File: src/rtl/adc_cmd_port.sv
module adc_cmd_port #(
  parameter int          SYNC_BYTES = 15,
  parameter logic [31:0] GAIN_ONE   = 32'h0100_0000
) (
  input  logic        clk,
  input  logic        rst_n,
  input  logic        cs_n,
  input  logic        sclk,
  input  logic        sdi,
  output logic        sdo,
  output logic        conv_req,
  output logic        conv_cont,
  output logic [2:0]  conv_ptr,
  output logic [2:0]  conv_type,
  output logic [15:0] conv_setup,
  input  logic        conv_done,
  input  logic [31:0] conv_data,
  output logic        data_ready
);
  localparam int ONES_RUN = 8 * SYNC_BYTES + 7;
  localparam int OW       = $clog2(ONES_RUN + 1);

  typedef enum logic [1:0] {M_CMD, M_WR, M_RD} mode_t;

  mode_t       mode;
  logic        sclk_q;
  logic [4:0]  bcnt;
  logic [30:0] sh;
  logic [31:0] sout;
  logic [OW-1:0] ones;
  logic [2:0]  tgt;
  logic [1:0]  sel;
  logic [31:0] offs [4];
  logic [31:0] gain [4];
  logic [31:0] setup [4];
  logic [31:0] cfg, dreg;

  wire        rise    = !cs_n && sclk && !sclk_q;
  wire        fall    = !cs_n && !sclk && sclk_q;
  wire [31:0] word    = {sh, sdi};
  wire [7:0]  cbyte   = word[7:0];
  wire        resync  = rise && !sdi && (ones == OW'(ONES_RUN));
  wire        type_ok = cbyte[2:0] inside {3'b000, 3'b001, 3'b010, 3'b101, 3'b110};
  wire        acc_ok  = (cbyte[5:3] inside {3'b001, 3'b010, 3'b011, 3'b100}) ||
                        (cbyte[5:3] == 3'b101 && cbyte[6]);
  wire [31:0] sreg    = setup[cbyte[5:4]];
  wire [15:0] shalf   = cbyte[3] ? sreg[15:0] : sreg[31:16];

  assign sdo = (mode == M_RD) && sout[31];

  function automatic logic [31:0] rdmux(input logic [2:0] t, input logic [1:0] s);
    case (t)
      3'b001:  rdmux = offs[s];
      3'b010:  rdmux = gain[s];
      3'b011:  rdmux = setup[s];
      3'b100:  rdmux = cfg;
      3'b101:  rdmux = dreg;
      default: rdmux = '0;
    endcase
  endfunction

  always_ff @(posedge clk or negedge rst_n) begin
    if (!rst_n) begin
      sclk_q <= 1'b0;  mode <= M_CMD;  bcnt <= '0;  sh <= '0;  sout <= '0;
      ones <= '0;  tgt <= '0;  sel <= '0;  cfg <= '0;  dreg <= '0;
      for (int i = 0; i < 4; i++) begin
        offs[i] <= '0;  gain[i] <= GAIN_ONE;  setup[i] <= '0;
      end
      data_ready <= 1'b0;  conv_req <= 1'b0;  conv_cont <= 1'b0;
      conv_ptr <= '0;  conv_type <= '0;  conv_setup <= '0;
    end else begin
      sclk_q <= sclk;
      if (conv_req && conv_done) begin
        dreg       <= conv_data;
        data_ready <= 1'b1;
        if (!conv_cont) conv_req <= 1'b0;
      end
      if (cs_n) bcnt <= '0;
      if (fall && mode == M_RD && bcnt != '0) sout <= {sout[30:0], 1'b0};
      if (rise) begin
        sh   <= word[30:0];
        bcnt <= bcnt + 5'd1;
        ones <= !sdi ? '0 : (ones == OW'(ONES_RUN) ? ones : ones + OW'(1));
        if (resync) begin
          mode <= M_CMD;
          bcnt <= '0;
        end else begin
          case (mode)
            M_CMD: if (bcnt == 5'd7) begin
              bcnt <= '0;
              if (cbyte[7]) begin
                if (!conv_req && type_ok) begin
                  conv_req   <= 1'b1;
                  conv_cont  <= cbyte[6];
                  conv_ptr   <= cbyte[5:3];
                  conv_type  <= cbyte[2:0];
                  conv_setup <= shalf;
                end
              end else if (cbyte == 8'h00) begin
                data_ready <= 1'b0;
              end else if (acc_ok) begin
                tgt <= cbyte[5:3];
                sel <= cbyte[1:0];
                if (conv_cont) begin
                  conv_cont <= 1'b0;
                  conv_req  <= 1'b0;
                end
                if (cbyte[6]) begin
                  mode <= M_RD;
                  sout <= rdmux(cbyte[5:3], cbyte[1:0]);
                  if (cbyte[5:3] == 3'b100) cfg[28] <= 1'b0;
                  if (cbyte[5:3] == 3'b101) data_ready <= 1'b0;
                end else begin
                  mode <= M_WR;
                end
              end
            end
            M_WR: if (bcnt == 5'd31) begin
              mode <= M_CMD;
              case (tgt)
                3'b001: offs[sel]  <= word;
                3'b010: gain[sel]  <= word;
                3'b011: setup[sel] <= word;
                default: begin
                  if (word[29]) begin
                    for (int i = 0; i < 4; i++) begin
                      offs[i] <= '0;  gain[i] <= GAIN_ONE;  setup[i] <= '0;
                    end
                    cfg <= 32'h3000_0000;
                  end else begin
                    cfg <= {3'b000, cfg[28], word[27:0]};
                  end
                end
              endcase
            end
            default: if (bcnt == 5'd31) mode <= M_CMD;
          endcase
        end
      end
    end
  end
endmodule

File: config.mk
export PLATFORM = sky130hd
export DESIGN_NAME = adc_cmd_port
export DESIGN_NICKNAME = d
export VERILOG_FILES = /design/src/rtl/adc_cmd_port.sv
export SDC_FILE = /design/constraint.sdc
export NUM_CORES = 1
export LEC_CHECK = 0
export ABC_AREA = 1
export BUFFER_PORTS_ARGS = -buffer_cell sky130_fd_sc_hd__buf_4
export CAP_MARGIN = 20
export CORE_AREA = 2 2 228 230
export DETAILED_ROUTE_END_ITERATION = 7
export DIE_AREA = 0 0 230 232
export PLACE_DENSITY = 0.71
export SYNTH_ARGS = -nofsm -noshare
export SYNTH_HDL_FRONTEND = slang
export SYNTH_SLANG_ARGS = --single-unit
File: constraint.sdc
create_clock -name clk -period 2.6 [get_ports clk]
set_input_delay 0.13 -clock clk [delete_from_list [all_inputs] [get_ports clk]]
set_output_delay 0.13 -clock clk [all_outputs]
set_load 0.02 [all_outputs]
# [After elaboration in Yosys (flattened, before gate mapping)]
# Cells that the tools add are included.
[classes] addsub=2 multipliers=0 div=0 magnitude_cmp=4 n_eq_ne=33 shifts=0 muxes=83 bitwise=10 n_reduce_logical=46
[ops] operator="case mux 128 bit (2 select lines)" n=3
[ops] operator="2-to-1 mux 32 bit" n=18
[ops] operator="bitwise mux 128 bit" n=3
[ops] operator="binary-select mux 32 bit (select 2 bit)" n=4
[ops] operator="2-to-1 mux 128 bit" n=2
[ops] operator="case mux 32 bit (5 select lines)" n=1
[ops] operator="demux 32 bit (select 2 bit)" n=1
[ops] operator="2-to-1 mux 29 bit" n=2
[ops] operator="2-to-1 mux 1 bit" n=31
[ops] operator="2-to-1 mux 30 bit" n=1
[ops] operator="AND reduction 6 bit" n=5
[ops] operator="2-to-1 mux 5 bit" n=5
[ops] operator="inequality test 2 bit, second input constant" n=11
[ops] operator="2-to-1 mux 16 bit" n=1
[ops] operator="2-to-1 mux 2 bit" n=8
[ops] operator="== test 3 x 2 -> 1 bit, second input constant" n=5
[ops] operator="2-to-1 mux 7 bit" n=2
[ops] operator="AND reduction 7 bit" n=2
[ops] operator="logical AND 1 bit" n=13
[ops] operator="== test 3 bit, second input constant" n=4
[ops] operator="inequality test 3 bit, second input constant" n=4
[ops] operator="AND reduction 12 bit" n=1
[ops] operator="nonzero test 2 bit" n=6
[ops] operator="nonzero test 5 bit" n=2
[ops] operator="25 further kinds" n=43
[word_totals] register_bits=554 latchBits=0 ramBits=0 rom_bits=0 input_bits=38 output_inout_bits=26 mem_count=0

# [Longest topological paths before layout]
[logic_depth] depth_word=14 mapped_depth=13

# [Least setup slack after synthesis]
# Ideal clock, no wire load.
[synth_timing] path_kind="register to register" startpoint="register bcnt[0]" endpoint="register gain[53] (netlist name)" setup_ns=0.116 arrival_time_ns=1.815 slack_ns=0.669 stages_incl_launch_ff=14 synth_period_minus_slack_ns=1.931 path_cell_list="dfrtp_1 ha_1 nand2_1 nor2_1 ha_1 nand3_1 a21oi_1 nand2_2 a21oi_2 inv_2 buf_2 buf_6 nand2_1 nand2_1"
[synth_via] elab_chain_cells=2
[synth_rtl] item="start, declared" line="27" rtl="logic [4:0] bcnt;"
[synth_rtl] item="start signal, assigned" line="82" rtl="bcnt <= bcnt + 5'd1;"
[synth_rtl] item="== test 5 bit" line="118" rtl="M_WR: if (bcnt == 5'd31) begin"
[synth_rtl] item="AND reduction 6 bit (no source line)"
[synth_rtl] item="end signal, assigned by index" line="122" rtl="3'b010: gain[sel] <= word;"
[synth_rtl] item="end, declared" line="34" rtl="logic [31:0] gain [4];"
# No other way between the ends.
# A chain may end at the register's enable or synchronous reset.

# [Worst setup path after layout]
[layout_timing] startpoint="register sh[0]" endpoint="register sout[27]"
[layout_via] elab_chain_cells=13
[layout_rtl] item="start, declared" line="28" rtl="logic [30:0] sh;"
[layout_rtl] item="start signal, assigned" line="81" rtl="sh <= word[30:0];"
[layout_rtl] item="inverter 2 -> 3 bit (not written as such)" line="53, 54, 55"
[layout_rtl] item="binary-select mux 32 bit (select 2 bit), on equally long branches" line="55, 53, 54"
[layout_rtl] item="2-to-1 mux 32 bit, on equally long branches (2 in series)" line="55, 53, 54"
[layout_rtl] item="case mux 32 bit (5 select lines)" line="52" rtl="case (t)"
[layout_rtl] item="2-to-1 mux 32 bit" line="108" rtl="if (cbyte[6]) begin"
[layout_rtl] item="2-to-1 mux 32 bit" line="101" rtl="end else if (acc_ok) begin"
[layout_rtl] item="2-to-1 mux 32 bit *" line="99" rtl="end else if (cbyte == 8'h00) begin"
[layout_rtl] item="2-to-1 mux 32 bit *" line="91" rtl="if (cbyte[7]) begin"
[layout_rtl] item="2-to-1 mux 32 bit *" line="89" rtl="M_CMD: if (bcnt == 5'd7) begin"
[layout_rtl] item="2-to-1 mux 32 bit *" line="88" rtl="case (mode)"
[layout_rtl] item="2-to-1 mux 32 bit *" line="84" rtl="if (resync) begin"
[layout_rtl] item="2-to-1 mux 32 bit *" line="80" rtl="if (rise) begin"
[layout_rtl] item="end signal, assigned" line="79" rtl="if (fall && mode == M_RD && bcnt != '0) sout <= {sout[30:0], 1'b0};"
[layout_rtl] item="end signal, assigned" line="110" rtl="sout <= rdmux(cbyte[5:3], cbyte[1:0]);"
[layout_rtl] item="end, declared" line="29" rtl="logic [31:0] sout;"
# Mark *: on every way between the ends. The rest lies on a longest branch, timed or not. The select of a mux whose other input is x is not followed.

==> reports/qor.yml <==
syn_avg_cell_area_sq_um: 7.249
io_buffers: 63
top_layer_used: "met4"
gp_congestion: 0.9036
arrival_ns: 3.04
ios: 64
dpl_cell_area_sq_mm: 0.02941
vias_per_cell: 5.752
max_slew_margin: 0.3482
syn_to_final_growth_pct: 14.51
r2r-start: "sh[0]"
synthFlopType: "dfrtp_1"
root_buffer: "clkbuf_16"
whs_ns: 0.1084
cts.htree.levels: 2
track_usage: 0.3675
overflow: 0
ys_seq_elements: 554
netlist_area_sq_mm: 0.02784
synth_nets: 3883
finClkSkew_ns: 0.02173
power.leakage_nw: 16.69
first_iter_violations: 3489
final.fill_count: 4609
crit_start: "sh[0]"
vias: 26450
antenna_found_initial: 2
power_density_mw_per_mm2: 672.8
routedWlPerCell_um: 21.07
clock_path_buffers: 3
ir_worst_vdd_mv: 0.5907
cts_buffers: 58
hp-class: "in -> async"
max-cap-violations: 0
drtPass1Iterations: 6
design.core.area_sq_mm: 0.05089
tritoncts: "done"
critPathRequiredTime_ns: 3.18
cts.sinks: 554
wl_um: 96880
hold_viol: 0
clk_latency_ns: 0.64
hpwlAfterDp_um: 59520
fin_crit_sh: 0.9479
rsz0062_at_grt: "false"
setup_violations: 0
num_rows: 83
ys_warn_count: 0
synth.distinct_cells: 36
drive_gt1_frac: 0.08806
synth_cells: 3840
worstPathMaxFanout: 55
path_clk_slew_ns: 0.06
crit_path_frequent_cell: "nand3_1"
met2_length_um: 41750
max_stage_delay_ns: 0.74
crit_path_end_kind: "register"
cp_slowest_cell: "nor2_4"
dieArea_sq_mm: 0.05336
fmaxAchievable_mhz: 405.8
path_class: "reg -> reg"
die_w_um: 230
grt_pass1_vias: 24940
finalCriticalPeriod_ns: 2.464
stdcell_area_sq_mm: 0.03188
nets: 3912
cp-start-kind: "register"
die_y_um: 232
start_util: 0.5471
drc: 0
crit_chain: "inv_2, nor2_4, buf_12, nand2_1, nand3_1, a21oi_1, nand3_1, nand3_1, nand2_1"
fin_setup_tns_ns: 0
yosysSeqAreaShare: 0.4982
grt_pass1_wl_um: 149400
ant_nets: 0
worst_pin_slew_ns: 0.9753
synth_edf_count: 0
wl_met1_um: 37790
status: "finished clean"
slew_violations: 0
grt_max_degree: 102
synth-async-reset-ratio: 1.000
wl_met3_um: 10700
## final cells by class
class | count | area (sq um) | share of cell area
diodes | 1 | 2.502 | 0.00007850
clock buffers | 86 | 1768 | 0.05546
repair buffers | 207 | 2074 | 0.06508
well taps | 680 | 850.8 | 0.02669
multi-input cells | 2769 | 11960 | 0.3753
inverters | 279 | 1052 | 0.03301
clock inverters | 23 | 295.3 | 0.009263
flip-flops and latches | 554 | 13870 | 0.4352
## what timing repair did
action,in CTS,in global routing
buffers inserted,0,3
setup endpoints to repair,0,214
endpoints found under the hold margin,181,0
resized for setup,0,4
hold buffers,37,0
## worst paths after layout
check / to / slack, ns / cells after the start
min in group clk: sclk_q / 0.17 / 2
max in group asynchronous: gain[3] / 1.69 / 3
max reg2reg: sout[27] / 0.14 / 9
min: offs[68] / 0.11 / 2
max: sout[27] / 0.14 / 9
min reg2reg: offs[79] / 0.46 / 2
## worst max-delay path: cells and delay by family, from the launching register on
kind / cells / cell delay, ns
compound gates: 1 / 0.07
buf+inv: 2 / 0.49
flops: 1 / 0.41
simple gates: 6 / 1.37
## synthesized netlist by cell type (7+ instances only)
cell type | n | area, sq um
a21oi_1 | 122 | 610.6
nor2_1 | 360 | 1351
inv_2 | 7 | 26.28
mux2_2 | 30 | 337.8
buf_2 | 94 | 470.5
o21ai_1 | 20 | 100.1
clkbuf_1 | 114 | 427.9
o21ai_0 | 287 | 1436
dfrtp_1 | 550 | 13760
inv_1 | 269 | 1010
buf_1 | 21 | 78.83
nand3_1 | 274 | 1371
nand4_1 | 17 | 106.4
o211ai_1 | 42 | 315.3
nand2_1 | 1580 | 5931
## flip-flops by register name, indices dropped and copies added, names as in the netlist, 3 cells and up
| name | flops |
|---|---|
| bcnt | 5 |
| cfg | 30 |
| conv_ptr | 3 |
| conv_setup | 16 |
| conv_type | 3 |
| dreg | 32 |
| gain | 128 |
| offs | 128 |
| ones | 7 |
| setup | 128 |
| sh | 31 |
| sout | 32 |
| tgt | 3 |
## cell usage in the layout (no fill, tap or decap), types with 4 or more instances in the layout
cell,count
nand2_1,1577
dfrtp_1,547
nor2_1,359
o21ai_0,287
nand3_1,274
inv_1,267
buf_4,134
a21oi_1,120
clkbuf_16,59
o211ai_1,42
dlygate4sd3_1,37
buf_12,33
mux2_2,30
clkbuf_8,19
o21ai_1,18
nand4_1,17
clkinv_2,12
clkbuf_1,8
inv_2,7
bufinv_16,6
nor2_4,5
nand2_2,5
ha_1,5
a21oi_4,4
nor3_1,4
a21oi_2,4
dfstp_2,4
## logic make-up (layout without fill, tap and decap cells)
group / count (synthesis) / count (layout) / synth area share
simple gates: 2250 / 2250 / 0.3195
flops: 554 / 554 / 0.4982
buf+inv: 517 / 595 / 0.07501
compound gates: 480 / 480 / 0.09169
mux: 30 / 30 / 0.01214
fa+ha+maj: 5 / 5 / 0.002247
xor+xnor: 4 / 4 / 0.001259
other cells: 0 / 1 / 0
## power breakdown
part	leakage [nW]	switching, mW	internal (mW)	total (mW)
Clock	1.02	3.63	5.29	8.92
Sequential	7.20	0.170	8.76	8.93
Combinational	8.47	2.68	0.909	3.59
Total	16.7	6.48	15.0	21.4
## stage by stage
stage               std cells  setup slack (ns)  utilization  total power [mW]
floorplan                3840            0.6686            -             10.75
finish                   4599            0.1355       0.6265             21.45
CTS                      4595           0.05669       0.6257             21.34
global placement         4449           0.09771       0.5779             12.47
detailed placement       4449           0.03868       0.5779             12.47
global route             4598          0.005721       0.6264             22.07
## per-layer routing
metal | up-vias | track usage
met3 | 317 | 0.06397
met2 | 1604 | 0.5484
met5 | - | 0
met1 | 12440 | 0.5011
li1 | 12090 | -
met4 | 0 | 0.2286
Power figures use the tool's default switching activity.
